File: config.mk
export PLATFORM = sky130hd
export DESIGN_NAME = spi_host_engine
export DESIGN_NICKNAME = d
export VERILOG_FILES = /design/src/rtl/spi_host_pkg.sv /design/src/rtl/spi_rate_gen.sv /design/src/rtl/spi_byte_shifter.sv /design/src/rtl/spi_host_engine.sv
export SDC_FILE = /design/constraint.sdc
export NUM_CORES = 1
export LEC_CHECK = 0
export ABC_AREA = 1
export CORE_ASPECT_RATIO = 0.5
export CORE_MARGIN = 5
export CORE_UTILIZATION = 40
export CTS_CLUSTER_DIAMETER = 60
export DETAILED_ROUTE_END_ITERATION = 12
export DONT_BUFFER_PORTS = 1
export PLACE_DENSITY_LB_ADDON = 0.25
export SLEW_MARGIN = 20
export SYNTH_ARGS = -nofsm -noshare
export SYNTH_HDL_FRONTEND = slang
export SYNTH_SLANG_ARGS = --single-unit
File: constraint.sdc
create_clock -name clk -period 2.65 [get_ports clk]
set_clock_uncertainty 0.05 [all_clocks]
set_input_delay 0.3975 -clock clk [delete_from_list [all_inputs] [get_ports clk]]
set_output_delay 0.3975 -clock clk [all_outputs]
set_load 0.05 [all_outputs]
File: src/rtl/spi_host_pkg.sv
package spi_host_pkg;
  typedef enum logic {
    ST_IDLE  = 1'b0,
    ST_SHIFT = 1'b1
  } eng_state_e;
endpackage

File: src/rtl/spi_rate_gen.sv
module spi_rate_gen #(
  parameter int unsigned RATE_W   = 3,
  parameter int unsigned MAX_RATE = 6
) (
  input  logic              clk,
  input  logic              rst_n,
  input  logic              run,
  input  logic [RATE_W-1:0] rate_sel,
  input  logic              dbl_speed,
  output logic              tick
);
  localparam int unsigned CNT_W = (MAX_RATE > 0) ? MAX_RATE : 1;

  logic [RATE_W-1:0] eff_rate;
  logic [CNT_W-1:0]  limit;
  logic [CNT_W-1:0]  cnt_q, cnt_d;

  always_comb begin
    eff_rate = (rate_sel > RATE_W'(MAX_RATE)) ? RATE_W'(MAX_RATE) : rate_sel;
    limit    = dbl_speed ? '0 : CNT_W'((32'd1 << eff_rate) - 32'd1);
    tick     = run && (cnt_q == limit);
    if (!run || tick) cnt_d = '0;
    else              cnt_d = cnt_q + 1'b1;
  end

  always_ff @(posedge clk or negedge rst_n) begin
    if (!rst_n) cnt_q <= '0;
    else        cnt_q <= cnt_d;
  end


  cnt_bound_chk: assert property (@(posedge clk) disable iff (!rst_n)
    run |-> (cnt_q <= limit));
endmodule

File: src/rtl/spi_byte_shifter.sv
module spi_byte_shifter #(
  parameter int unsigned DATA_W = 8
) (
  input  logic              clk,
  input  logic              rst_n,
  input  logic              load,
  input  logic [DATA_W-1:0] load_data,
  input  logic              lsb_first,
  input  logic              shift_out,
  input  logic              sample,
  input  logic              miso,
  output logic              mosi,
  output logic [DATA_W-1:0] rx_byte
);
  logic [DATA_W-1:0] tx_q, tx_d;
  logic [DATA_W-1:0] rx_q, rx_d;

  always_comb begin
    tx_d = tx_q;
    if (load)           tx_d = load_data;
    else if (shift_out) tx_d = lsb_first ? (tx_q >> 1) : (tx_q << 1);
    rx_d = rx_q;
    if (sample) rx_d = lsb_first ? {miso, rx_q[DATA_W-1:1]} : {rx_q[DATA_W-2:0], miso};
  end

  always_ff @(posedge clk or negedge rst_n) begin
    if (!rst_n) begin
      tx_q <= '0;
      rx_q <= '0;
    end else begin
      tx_q <= tx_d;
      rx_q <= rx_d;
    end
  end

  assign mosi    = lsb_first ? tx_q[0] : tx_q[DATA_W-1];
  assign rx_byte = rx_q;
endmodule

File: src/rtl/spi_host_engine.sv
module spi_host_engine
  import spi_host_pkg::*;
#(
  parameter int unsigned DATA_W   = 8,
  parameter int unsigned RATE_W   = 3,
  parameter int unsigned MAX_RATE = 6
) (
  input  logic              clk,
  input  logic              rst_n,
  input  logic [RATE_W-1:0] rate_sel,
  input  logic              dbl_speed,
  input  logic              lsb_first,
  input  logic              irq_en,
  input  logic              tx_valid,
  input  logic [DATA_W-1:0] tx_data,
  output logic              tx_pop,
  output logic              rx_push,
  output logic [DATA_W-1:0] rx_data,
  input  logic              eot_clr,
  output logic              irq,
  input  logic              cs_wr,
  input  logic              cs_val_n,
  output logic              cs_n,
  output logic              sck,
  output logic              mosi,
  input  logic              miso,
  output logic              busy
);
  localparam int unsigned BIT_W = $clog2(DATA_W);

  logic rst_meta_q, rst_sync_q;

  always_ff @(posedge clk or negedge rst_n) begin
    if (!rst_n) begin
      rst_meta_q <= 1'b0;
      rst_sync_q <= 1'b0;
    end else begin
      rst_meta_q <= 1'b1;
      rst_sync_q <= rst_meta_q;
    end
  end

  eng_state_e        state_q, state_d;
  logic              sck_q, sck_d;
  logic [BIT_W-1:0]  bit_q, bit_d;
  logic              push_q, push_d;
  logic [DATA_W-1:0] rxd_q, rxd_d;
  logic              eot_q, eot_d;
  logic              cs_q, cs_d;

  logic              run, tick, rise, fall, last_bit, done, start;
  logic [DATA_W-1:0] rx_byte;

  assign run = (state_q == ST_SHIFT);

  spi_rate_gen #(.RATE_W(RATE_W), .MAX_RATE(MAX_RATE)) i_rate (
    .clk      (clk),
    .rst_n    (rst_sync_q),
    .run      (run),
    .rate_sel (rate_sel),
    .dbl_speed(dbl_speed),
    .tick     (tick)
  );

  always_comb begin
    rise     = tick && !sck_q;
    fall     = tick && sck_q;
    last_bit = (bit_q == BIT_W'(DATA_W-1));
    done     = fall && last_bit;
    start    = (state_q == ST_IDLE) && tx_valid;
    tx_pop   = start || (done && tx_valid);
  end

  spi_byte_shifter #(.DATA_W(DATA_W)) i_shift (
    .clk      (clk),
    .rst_n    (rst_sync_q),
    .load     (tx_pop),
    .load_data(tx_data),
    .lsb_first(lsb_first),
    .shift_out(fall),
    .sample   (rise),
    .miso     (miso),
    .mosi     (mosi),
    .rx_byte  (rx_byte)
  );

  always_comb begin
    state_d = state_q;
    case (state_q)
      ST_IDLE:  if (start) state_d = ST_SHIFT;
      ST_SHIFT: if (done && !tx_valid) state_d = ST_IDLE;
      default:  state_d = ST_IDLE;
    endcase
    sck_d  = tick ? !sck_q : sck_q;
    bit_d  = bit_q;
    if (tx_pop)    bit_d = '0;
    else if (fall) bit_d = bit_q + 1'b1;
    push_d = done;
    rxd_d  = done ? rx_byte : rxd_q;
    eot_d  = eot_q;
    if (done)         eot_d = 1'b1;
    else if (eot_clr) eot_d = 1'b0;
    cs_d   = cs_wr ? cs_val_n : cs_q;
  end

  always_ff @(posedge clk or negedge rst_sync_q) begin
    if (!rst_sync_q) begin
      state_q <= ST_IDLE;
      sck_q   <= 1'b0;
      bit_q   <= '0;
      push_q  <= 1'b0;
      rxd_q   <= '0;
      eot_q   <= 1'b0;
      cs_q    <= 1'b1;
    end else begin
      state_q <= state_d;
      sck_q   <= sck_d;
      bit_q   <= bit_d;
      push_q  <= push_d;
      rxd_q   <= rxd_d;
      eot_q   <= eot_d;
      cs_q    <= cs_d;
    end
  end

  assign sck     = sck_q;
  assign busy    = run;
  assign rx_push = push_q;
  assign rx_data = rxd_q;
  assign irq     = eot_q && irq_en;
  assign cs_n    = cs_q;


  idle_sck_low_chk: assert property (@(posedge clk) disable iff (!rst_sync_q)
    !busy |-> !sck);

  pop_needs_data_chk: assert property (@(posedge clk) disable iff (!rst_sync_q)
    tx_pop |-> tx_valid);

  push_on_fall_chk: assert property (@(posedge clk) disable iff (!rst_sync_q)
    rx_push |-> (!sck && $past(sck)));

  push_pulse_chk: assert property (@(posedge clk) disable iff (!rst_sync_q)
    rx_push |=> !rx_push);

  mosi_hold_chk: assert property (@(posedge clk) disable iff (!rst_sync_q)
    (sck && $past(sck)) |-> $stable(mosi));

  eot_irq_chk: assert property (@(posedge clk) disable iff (!rst_sync_q)
    rx_push |-> (irq == irq_en));

  cs_hold_chk: assert property (@(posedge clk) disable iff (!rst_sync_q)
    !cs_wr |=> $stable(cs_n));

  busy_at_rise_chk: assert property (@(posedge clk) disable iff (!rst_sync_q)
    $rose(sck) |-> busy);
endmodule

Word-level counts from Yosys, hierarchy flattened --
Index checks and enable logic that the tools add are counted.
Cells by class: multiplexer cells 15, bitwise gates (word level) 1, reductions and logical operators 15, eq/ne operators 2, order comparisons 1, shift operators 1, $add $sub $neg 3
Operator list (count):
- $mux W8 | 4
- $mux W6 | 2
- $mux W3 | 3
- $logic_and A1 B1 Y1 | 8
- $add A6 B1 Y6 const B | 1
- $eq A6 B6 Y1 | 1
- $shl A1 B3 Y6 const A | 1
- $sub A6 B1 Y6 const B | 1
- $mux W1 | 5
- $reduce_bool A2 Y1 | 2
- $add A3 B1 Y3 const B | 1
- $eq A3 B3 Y1 const B | 1
- $gt A3 B3 Y1 const B | 1
- $logic_not A1 Y1 | 3
- $logic_or A1 B1 Y1 | 2
- $pmux W1 S2 | 1
- $not A1 Y1 | 1
Storage, ports and cells: register bits after elaboration 40, logic and storage cells 50

Depth between registers and ports, before layout --
Gate-level depths: netlist of the first run.
depth after elaboration 12, gate-level depth with buffers 13, mapped depth without buffers 13

By module --
Synthesis of the first run repeated with hierarchy kept, for this count alone.
Second synthesis, totals: cell total of the unflattened synthesis 283, area total of the unflattened synthesis 2088.3 um2
By module, submodules not included:
- spi_byte_shifter | times used 1, cells an instance 137, area an instance 920.9 um2
- spi_host_engine | times used 1, cells an instance 81, area an instance 739.5 um2
- spi_rate_gen | times used 1, cells an instance 65, area an instance 427.9 um2

Worst setup path before layout of the first run --
Ideal clock, no wire load.
path kind input to output, from input port lsb_first, to output port mosi, setup slack 0.529 ns, data arrival time 1.673 ns, data required time 2.203 ns, cell stages on the path 2, cells stage by stage clkbuf_1 > o21ai_0
On the way: cells in the longest elaborated chain, start to end 1
Ends and longest elaborated chain:
- from (decl) | RTL line spi_host_engine.sv:12 | input logic lsb_first,
- $mux W1 | RTL line spi_byte_shifter.sv:36 | assign mosi = lsb_first ? tx_q[0] : tx_q[DATA_W-1];
- to (decl) | RTL line spi_host_engine.sv:25 | output logic mosi,
No other way between the ends.

Final worst setup path of the first run --
from register i_rate.cnt_q[0], to output port tx_pop
On the way: cells in the longest elaborated chain, start to end 6
Ends and longest elaborated chain:
- from (decl) | RTL line spi_rate_gen.sv:16 | logic [CNT_W-1:0] cnt_q, cnt_d;
- from (signal assigned) | RTL line spi_rate_gen.sv:28 | else cnt_q <= cnt_d;
- $eq A6 B6 Y1 | RTL line spi_rate_gen.sv:21 | tick = run && (cnt_q == limit);
- $logic_and A1 B1 Y1 | RTL line spi_rate_gen.sv:21
- $logic_and A1 B1 Y1 | RTL line spi_host_engine.sv:67 | fall = tick && sck_q;
- $logic_and A1 B1 Y1 | RTL line spi_host_engine.sv:69 | done = fall && last_bit;
- $logic_and A1 B1 Y1 | RTL line spi_host_engine.sv:71 | tx_pop = start || (done && tx_valid);
- $logic_or A1 B1 Y1 | RTL line spi_host_engine.sv:71
- to (decl) | RTL line spi_host_engine.sv:16 | output logic tx_pop,
No other way between the ends.

==> results.toml, run 1 <==
[clocking]
clk_pin_slew_ps = 80
htreeDepth = 2
cts.sink_count = 40
tritoncts = "done"
cts_root_buffer = "clkbuf_8"
post-cts-setup-buffers = 0
max-clock-path-buffers = 2
number_of_buffers_inserted_during_clock_tree_synthesis = 5
clk-insertion-delay-late_ps = 290

[detailed_routing]
vias = 1581
wire_per_inst_um = 12.50
drt_first_pass_iters = 4
initialDrtViolationCount = 68
postRouteAntennaNets = 0
detail_route.wirelength_um = 4088
via_per_inst = 4.835
drt_drc = 0

[logic_synthesis]
synth-simple-area-share = 0.2957
synth_flop_cell = "dfrtp_1"
synth.mux.area_fraction = 0.02070
synth_edf_count = 0
async_reset_ff_frac = 1.000
synth_largest_type_area_fraction = 0.4613
syn_area_per_cell_um2 = 8.363
yosys_warnings = 0
synth_top_cell_by_area = "dfrtp_1"
post-synth-top-count-cell = "nand2_1"
post_synth_xor_area_fraction = 0.01656
synth_seq_area_share = 0.4737
synth_top_family_by_area = "simple AND/OR/NAND/NOR gates"
synth-adder-area-share = 0.01774
synth_common_cells = "nand2_1, dfrtp_1, inv_1"
synthesized_cell_area_mm2 = 0.002116
netlist_instances = 253
synth-seq-cells = 40
synth_compound_gate_area_share = 0.09817
synthesis.nets = 277
yosys.cell_types.count = 31
yosys-top-cells-area = "dfrtp_1, nand2_1, nand3_1"

[critical_path]
cp_cell_sequence = "inv_1 -> nand3_1 -> nand3_1 -> nor2_2 -> nand3_4 -> nor2_8 -> nand3_4 -> nand2_4"
r2r.worst_path.cells = 11
worstPathMaxFanout = 13
worst_endpoint_data_arrival_time_ps = 1930
worst_r2r_endpoint = "i_shift.tx_q[0]"
worst_ep_required_time_ps = 2200
r2r_setup_slack_ps = 630
timing.critical_path.from_type = "flip-flop"
timing.critical_path.max_delay_family = "simple AND/OR/NAND/NOR gates"
crit-reg2reg-launch = "i_rate.cnt_q[0]"
worst_path_largest_cell_delay_ps = 430
cp_slowest_cell = "dfrtp_1"
critPathKind = "flip-flop to output pin"
cp-end-kind = "output pin"
timing.critical_path.buf_inv = 1

[global_route]
first_global_vias = 1459
grtUsageTotal = 0.1251
grt_pass1_wl_um = 6913
antenna_found_initial = 0
grt.overflow.total = 0
pin_count_of_the_biggest_net_entering_global_routing = 39

[timing]
period_share = 0.8971
fin_setup_tns_ps = 0
grt_setup_unrepaired = "false"
tightestPinTransition_ps = 545.4
hold_violations = 0
timing_max_transition_violations_final = 0
report.final.setup_viol = 0
fmax_ghz = 0.4206
slew_headroom = 0.6360
period_needed_ps = 2377

[power_and_ir_drop]
p_total_mw = 1.992
power.share.combinational = 0.321
power.static_leakage_nw = 1.109
switching_share = 0.3801
p_sw_mw = 0.7571
part_of_the_total_power_dissipated_in_sequential_elements = 0.477
internal_power_mw = 1.235
clock_power_share = 0.202
power.density_mw_per_mm2 = 869.9
vdd_drop_max_uv = 393.2

[min_path]
min-delay-start = "eot_clr"
hold_path_depth = 1
min_delay_path_class = "input pin to flip-flop"
worst_hold_path.endpoint = "eot_q"

[placed_design]
gp_routability_congestion = 0.8587
io_buffer_count = 0
post-dp-hpwl_um = 2991
detailed_place.area_mm2 = 0.002186

[finish]
n_antenna_cell = 0
post-route-util = 0.4559
drive_gt1_frac = 0.1440
design.final.nets = 280
synthToLayoutAreaGrowth_pct = 8.220
finalInstanceArea_mm2 = 0.002290

[floorplanning]
fp-row-count = 18
chipWidth_um = 112.9
die-area_mm2 = 0.006932
io-pin-count = 36
dieHeight_um = 61.43
initial_core_util = 0.4213
floorplan.core_area_mm2 = 0.005022

[status]
run_status = "finished clean"

[flow_run]
max_cap_viol_count = 0
[placed cells by master (no fill, tap or decap), types with 2 or more instances in the layout]
| master | instances |
|---|---|
| a21oi_1 | 2 |
| buf_4 | 5 |
| clkbuf_8 | 5 |
| dfrtp_1 | 39 |
| ha_1 | 3 |
| inv_1 | 26 |
| inv_2 | 2 |
| mux2_2 | 3 |
| nand2_1 | 69 |
| nand2_4 | 2 |
| nand3_1 | 24 |
| nand3_4 | 2 |
| nand3b_1 | 2 |
| nand4_1 | 7 |
| nor2_1 | 14 |
| nor2_2 | 2 |
| nor2_4 | 2 |
| nor3b_1 | 2 |
| o2111ai_1 | 2 |
| o21ai_0 | 20 |
| o21ai_1 | 2 |
| o21ai_2 | 8 |
| xor2_1 | 3 |
[logic make-up (layout without fill, tap and decap cells)]
group	after synthesis	count (layout)
muxes	4	4
and+or+nand+nor	129	129
AOI/OAI and AO/OA	34	34
DFF	40	40
buffers and inverters	38	42
other	1	1
adders and majority gates	3	3
xor gates and xnor gates	4	4
[per-layer routing]
| layer | global-route usage | vias up | wire, um |
|---|---|---|---|
| met2 | 0.2020 | 28 | 1800 |
| met1 | 0.1619 | 727 | 2016 |
| met3 | 0.04612 | 4 | 235 |
| met5 | 0 | - | 0 |
| li1 | - | 822 | - |
| met4 | 0.03596 | 0 | 35 |
[per-stage QoR]
step | setup slack [ps] | hold slack, ps | instances
after global routing | 67.30 | 143.3 | 327
after floorplan | 529.2 | 51.91 | 253
after detailed placement | 363.3 | 51.97 | 318
final | 272.7 | 140.8 | 327
after CTS | 138.4 | 131.3 | 327
after global placement | 420.1 | 51.97 | 318
[final cells by class]
type / instances / area (um2)
Clock inverter: 2 / 16.27
Clock buffer: 6 / 72.57
Timing Repair Buffer: 6 / 47.55
Tap cell: 70 / 87.58
Inverter: 28 / 105.1
Sequential cell: 40 / 1002
Fill cell: 502 / 2733
Multi-Input combinational cell: 175 / 958.4
[what timing repair did]
| action | CTS | global route |
|---|---|---|
| setup endpoints to repair | 0 | 1 |
| hold endpoints to repair | 2 | 0 |
| gates resized for setup | 0 | 1 |
| hold buffers | 1 | 0 |
[registers in the layout (all words and copies together) (netlist names), 3 cells and up]
signal,count
rx_data,8
i_shift.tx_q,8
bit_q,3
i_rate.cnt_q,6
i_shift.rx_byte,8
[power groups by stage]
| stage | sequential (mW) | combinational, mW | clock (mW) |
|---|---|---|---|
| CTS | 0.951 | 0.653 | 0.422 |
| floorplan | 0.970 | 0.497 | 0 |
| global placement | 0.959 | 0.637 | 0 |
| detailed placement | 0.964 | 0.646 | 0 |
| finish | 0.951 | 0.639 | 0.402 |
| global route | 0.982 | 0.741 | 0.447 |
[worst max path at each step]
| stage | start | end | depth (start not counted) |
|---|---|---|---|
| floorplan | lsb_first | mosi | 2 |
| global placement | dbl_speed | tx_pop | 10 |
| detailed placement | rate_sel[1] | tx_pop | 9 |
| CTS | i_rate.cnt_q[0] | tx_pop | 8 |
| global route | i_rate.cnt_q[0] | tx_pop | 8 |
| finish | i_rate.cnt_q[0] | tx_pop | 8 |
Power figures use the tool's default switching activity.
==> run 2, diff against run 1 <==
--- a/config.mk
+++ b/config.mk
@@ -5,7 +5,6 @@
 export SDC_FILE = /design/constraint.sdc
 export NUM_CORES = 1
 export LEC_CHECK = 0
-export ABC_AREA = 1
 export CORE_ASPECT_RATIO = 0.5
 export CORE_MARGIN = 5
 export CORE_UTILIZATION = 40
==> results.toml, run 2 <==
[global_route]
grtUsageTotal = 0.1215
grt_pass1_wl_um = 6292
grt.overflow.total = 0
pin_count_of_the_biggest_net_entering_global_routing = 39
first_global_vias = 1233
antenna_found_initial = 0

[logic_synthesis]
yosys-top-cells-area = "dfrtp_1, mux2_2, mux2_4"
synth_edf_count = 0
synth_largest_type_area_fraction = 0.4618
syn_area_per_cell_um2 = 13.13
yosys.cell_types.count = 39
synthesis.nets = 185
synthesized_cell_area_mm2 = 0.002113
async_reset_ff_frac = 1.000
synth_top_cell_by_area = "dfrtp_1"
netlist_instances = 161
post-synth-top-count-cell = "dfrtp_1"
yosys_warnings = 0
synth_common_cells = "dfrtp_1, mux2_2, mux2_1"
synth-seq-cells = 40
synth_seq_area_share = 0.4742
synth_flop_cell = "dfrtp_1"

[placed_design]
gp_routability_congestion = 0.7671
post-dp-hpwl_um = 2647
detailed_place.area_mm2 = 0.002212
io_buffer_count = 0
post-place-ws_ps = 118.1

[critical_path]
worst_endpoint_data_arrival_time_ps = 2090
worst_ep_required_time_ps = 2200
timing.critical_path.from_type = "flip-flop"
cp-end-kind = "output pin"
critPathKind = "flip-flop to output pin"
worstPathMaxFanout = 5

[timing]
period_needed_ps = 2535
fmax_ghz = 0.3944
fin_ws_ps = 114.8
period_share = 0.9567
report.final.setup_viol = 0
hold_violations = 0
timing_max_transition_violations_final = 0

[clocking]
clk-insertion-delay-late_ps = 300
cts.sink_count = 40
tritoncts = "done"
number_of_buffers_inserted_during_clock_tree_synthesis = 5
clk_pin_slew_ps = 80
htreeDepth = 2
max-clock-path-buffers = 2
cts_root_buffer = "clkbuf_8"

[detailed_routing]
drt_first_pass_iters = 4
postRouteAntennaNets = 0
initialDrtViolationCount = 46
drt_drc = 0
vias = 1213
wire_per_inst_um = 15.71
detail_route.wirelength_um = 3849
via_per_inst = 4.951

[status]
run_status = "finished clean"

[floorplanning]
fp-row-count = 18
io-pin-count = 36
initial_core_util = 0.4208
chipWidth_um = 112.8
dieHeight_um = 61.40
floorplan.core_area_mm2 = 0.005022
die-area_mm2 = 0.006925

[finish]
design.final.nets = 198
finalInstanceArea_mm2 = 0.002347
fillerInstances = 458
final-seq-area_mm2 = 0.001002
mostFrequentLayoutCell = "dfrtp_1"
multi_input_comb_area_mm2 = 0.001057
top_library_cells_by_usage_in_the_layout_fill_and_taps_aside = "dfrtp_1, mux2_2, mux2_1"
synthToLayoutAreaGrowth_pct = 11.07
n_antenna_cell = 0
drive_gt1_frac = 0.3543

[power_and_ir_drop]
vdd_drop_max_uv = 328.9
power.density_mw_per_mm2 = 876.7
p_total_mw = 2.058
power.static_leakage_nw = 1.152

[min_path]
min_delay_path_class = "input pin to flip-flop"

[flow_run]
max_cap_viol_count = 0
run 2: cell count changes after synthesis, moves of 3 or more:
cell	change
nand4_1	-6
mux2_4	+11
mux2_1	+13
clkbuf_1	-3
mux2_2	+19
o21ai_2	-8
nand3_1	-19
inv_1	-22
o21ai_0	-19
and2_1	+3
nor2b_1	+4
nand2_1	-65
run 2: path summary, 6_finish.rpt:
kind / startpoint / end / slack, ps / depth (start not counted)
worst max-delay path: i_rate.cnt_q[5] / tx_pop / 110 / 6
worst min-delay path: eot_clr / eot_q / 120 / 1
worst max register to register: i_rate.cnt_q[5] / i_shift.tx_q[4] / 270 / 7
worst min register to register: rst_sync_q / bit_q[1] / 250 / 1
max in group asynchronous: rst_sync_q / cs_n / 1940 / 1
min in group asynchronous: rst_sync_q / bit_q[1] / 250 / 1
run 2: per-stage QoR:
step | cells | setup TNS, ps | util | hold WS [ps]
after floorplan | 161 | 0 | - | 51.91
after global placement | 232 | 0 | 0.4405 | 51.98
after detailed placement | 232 | 0 | 0.4405 | 51.98
after CTS | 241 | 0 | 0.4609 | 109.0
after global routing | 245 | -6.558 | 0.4674 | 105.4
final | 245 | 0 | 0.4674 | 118.9
run 2: repair_timing:
item	4_1_cts	5_1_grt
pin swaps	0	0
hold buffers	1	0
endpoints found under the hold margin	2	0
gates cloned	0	0
buffers inserted	0	4
resized for setup	3	1
endpoints found under the setup margin	1	1
run 2: area by class of cell:
type	instances	share of cell area
Timing Repair Buffer	11	0.03625
Tap cell	70	0.03731
Multi-Input combinational cell	110	0.4504
Inverter	6	0.01173
Clock inverter	3	0.007996
Clock buffer	5	0.02932
Sequential cell	40	0.4270
run 2: power by group:
group	internal [mW]	leakage, nW	switching (mW)
logic	0.411	0.588	0.323
registers	0.772	0.516	0.145
clock network	0.183	0.0479	0.223
total	1.37	1.15	0.691
run 2: logic make-up after synthesis:
family          count (synthesis)  share of synthesized area
other cells                     1                   0.001774
mux                            49                     0.2789
xor+xnor                        7                    0.03790
flops                          40                     0.4742
compound gates                 12                    0.04855
simple gates                   38                     0.1143
buf+inv                        11                    0.02664
fa+ha+maj                       3                    0.01776
run 2: critical path, cell delays in order (launching register included):
cell and delay [ps]:
dfrtp_1 430, or4b_1 490, a31oi_1 200, a22o_2 180, and2_4 180, a41oi_4 150
clkinv_4 160
run 2: per-layer routing:
layer	global-route usage	vias to the layer above	share of wire
met5	0	-	0
met4	0.06164	0	0.021
met3	0.05594	8	0.085
met2	0.1759	27	0.44
met1	0.1552	583	0.46
li1	-	595	-
==> run 3, diff against run 2 <==
--- a/config.mk
+++ b/config.mk
@@ -7,7 +7,7 @@
 export LEC_CHECK = 0
 export CORE_ASPECT_RATIO = 0.5
 export CORE_MARGIN = 5
-export CORE_UTILIZATION = 40
+export CORE_UTILIZATION = 35
 export CTS_CLUSTER_DIAMETER = 60
 export DETAILED_ROUTE_END_ITERATION = 12
 export DONT_BUFFER_PORTS = 1
@@ -15,4 +15,5 @@
 export SLEW_MARGIN = 20
 export SYNTH_ARGS = -nofsm -noshare
 export SYNTH_HDL_FRONTEND = slang
+export SYNTH_HIERARCHICAL = 1
 export SYNTH_SLANG_ARGS = --single-unit
==> results.toml, run 3 <==
[clocking]
tritoncts = "done"
number_of_buffers_inserted_during_clock_tree_synthesis = 5
cts_root_buffer = "clkbuf_16"
max-clock-path-buffers = 2
htreeDepth = 2
clk-insertion-delay-late_ps = 280
cts.sink_count = 40
clk_pin_slew_ps = 60

[logic_synthesis]
synth-adder-area-share = 0.01824
yosys.cell_types.count = 42
synth_seq_area_share = 0.4869
yosys_warnings = 6
synth-seq-cells = 40
async_reset_ff_frac = 1.000
post-synth-top-count-cell = "dfrtp_1"
synthesis.nets = 205
synth_common_cells = "dfrtp_1, a21oi_1, mux2i_1"
synth_largest_type_area_fraction = 0.4742
synth_edf_count = 0
synth_top_cell_by_area = "dfrtp_1"
netlist_instances = 181
synth_top_family_by_area = "simple AND/OR/NAND/NOR gates"
synth_compound_gate_area_share = 0.1264
synthesized_cell_area_mm2 = 0.002058
synth_flop_cell = "dfrtp_1"
yosys-top-cells-area = "dfrtp_1, mux2i_1, mux2_4"
post_synth_xor_area_fraction = 0.02553
synth.mux.area_fraction = 0.1404
syn_area_per_cell_um2 = 11.37
synth-simple-area-share = 0.1526

[finish]
drive_gt1_frac = 0.2083
synthToLayoutAreaGrowth_pct = 15.99
design.final.nets = 215
top_library_cells_by_usage_in_the_layout_fill_and_taps_aside = "dfrtp_1, a21oi_1, mux2i_1"
n_antenna_cell = 0
mostFrequentLayoutCell = "dfrtp_1"
fillerInstances = 522

[critical_path]
crit_path_end = "tx_pop"
r2r.worst_path.cells = 9
worst_path_largest_cell_delay_ps = 380
critPathKind = "flip-flop to output pin"
crit_path_start = "i_rate/cnt_q[5]"
worst_ep_required_time_ps = 2200
timing.critical_path.from_type = "flip-flop"
worst_r2r_endpoint = "i_shift/tx_q[4]"
cp_slowest_cell = "dfrtp_1"
cp_cell_sequence = "or3b_1 -> a31oi_1 -> o211a_2 -> and3_4 -> nand3_4 -> a21boi_4 -> buf_12"
cp-end-kind = "output pin"
worstPathMaxFanout = 10
r2r_setup_slack_ps = 380
worst_endpoint_data_arrival_time_ps = 2090
crit-reg2reg-launch = "i_rate/cnt_q[5]"

[detailed_routing]
vias = 1347
postRouteAntennaNets = 0
initialDrtViolationCount = 53
via_per_inst = 5.083
detail_route.wirelength_um = 4090
wire_per_inst_um = 15.43
drt_first_pass_iters = 4
drt_drc = 0

[floorplanning]
initial_core_util = 0.3684
dieHeight_um = 64.23
floorplan.core_area_mm2 = 0.005587
chipWidth_um = 118.5
io-pin-count = 36
fp-row-count = 19
die-area_mm2 = 0.007607

[timing]
fin_ws_ps = 111.5
fmax_ghz = 0.3939
report.final.setup_viol = 0
timing_max_transition_violations_final = 0
fin_setup_tns_ps = 0
period_share = 0.9579
hold_violations = 0
period_needed_ps = 2539
slew_headroom = 0.6614
finalHoldWorstSlack_ps = 153.2
tightestPinTransition_ps = 507.9

[flow_run]
max_cap_viol_count = 0

[power_and_ir_drop]
power.density_mw_per_mm2 = 981.5
power.static_leakage_nw = 1.063
vdd_drop_max_uv = 347.8

[placed_design]
io_buffer_count = 0
post-dp-hpwl_um = 2795
post-place-ws_ps = 287.9
gp_routability_congestion = 0.8151

[global_route]
first_global_vias = 1299
antenna_found_initial = 0
grtUsageTotal = 0.1084
grt_pass1_wl_um = 6741
pin_count_of_the_biggest_net_entering_global_routing = 39
grt.overflow.total = 0

[status]
run_status = "finished clean"

[min_path]
min_delay_path_class = "input pin to flip-flop"
[run 3: changes by cell type in the layout (fill, tap and decap cells not counted), moves of 6 or more]
| cell | change |
|---|---|
| mux2_1 | -13 |
| clkbuf_16 | +6 |
| mux2i_1 | +12 |
| mux2_2 | -19 |
| a21oi_1 | +14 |
| or3b_1 | +7 |
| nand2_1 | +7 |
[run 3: where the power goes]
part	internal, mW	switching [mW]	leakage, nW
registers	0.810	0.200	0.499
clock network	0.447	0.242	0.0840
logic	0.314	0.330	0.480
total	1.57	0.772	1.06
[run 3: area by class of cell]
class | count | area [um2] | share of cell area
repair buffers | 11 | 115.1 | 0.04822
well taps | 73 | 91.34 | 0.03826
multi-input cells | 127 | 980.9 | 0.4109
inverters | 6 | 22.52 | 0.009434
flip-flops and latches | 40 | 1005 | 0.4209
clock inverters | 3 | 47.55 | 0.01992
clock buffers | 5 | 125.1 | 0.05241
[run 3: kinds of logic after synthesis]
group,Yosys count
AO/OA/AOI/OAI,38
multiplexers,25
flip-flops,40
adder cells (fa/ha/maj),3
other,1
AND/OR/NAND/NOR,54
XOR/XNOR,6
buffers and inverters,14
[run 3: worst min path at each step]
stage,cells past startpoint,startpoint,to,slack (ps)
after floorplan,0,rst_n,rst_meta_q,50
after global placement,0,rst_n,rst_sync_q,50
after detailed placement,0,rst_n,rst_meta_q,50
after CTS,1,tx_valid,bit_q[0],150
after global routing,1,tx_valid,bit_q[0],140
final,1,tx_valid,bit_q[0],150
[run 3: layer usage]
layer | wire length [um] | global-route usage | vias to the layer above
met5 | 0 | 0 | -
met4 | 32 | 0.04243 | 0
met3 | 210 | 0.03877 | 4
met2 | 1789 | 0.1527 | 29
met1 | 2057 | 0.1515 | 648
li1 | - | - | 666
[run 3: metrics by stage]
| stage | power (mW) | cells | util | cell area, um2 |
|---|---|---|---|---|
| 4_1_cts | 2.361 | 262 | 0.4197 | 2345 |
| 2_1_floorplan | 1.505 | 181 | - | 2088 |
| 3_3_place_gp | 1.626 | 252 | 0.3857 | 2155 |
| 6_report | 2.343 | 265 | 0.4273 | 2387 |
| 3_5_place_dp | 1.646 | 252 | 0.3857 | 2155 |
| 5_1_grt | 2.503 | 265 | 0.4273 | 2387 |
[run 3: worst max-delay path, delay by kind of cell, from the launching register on]
kind	cells	cell delay, ps
and+or+nand+nor	3	680
AOI/OAI and AO/OA	3	570
DFF	1	380
buffers and inverters	1	180
[run 3: timing repair]
action                                  4_1_cts  5_1_grt
endpoints found under the setup margin        1        1
endpoints found under the hold margin         2        0
pin swaps                                     1        1
gates resized for setup                       0        2
hold buffers                                  1        0
gates cloned                                  0        1
setup buffers                                 1        2
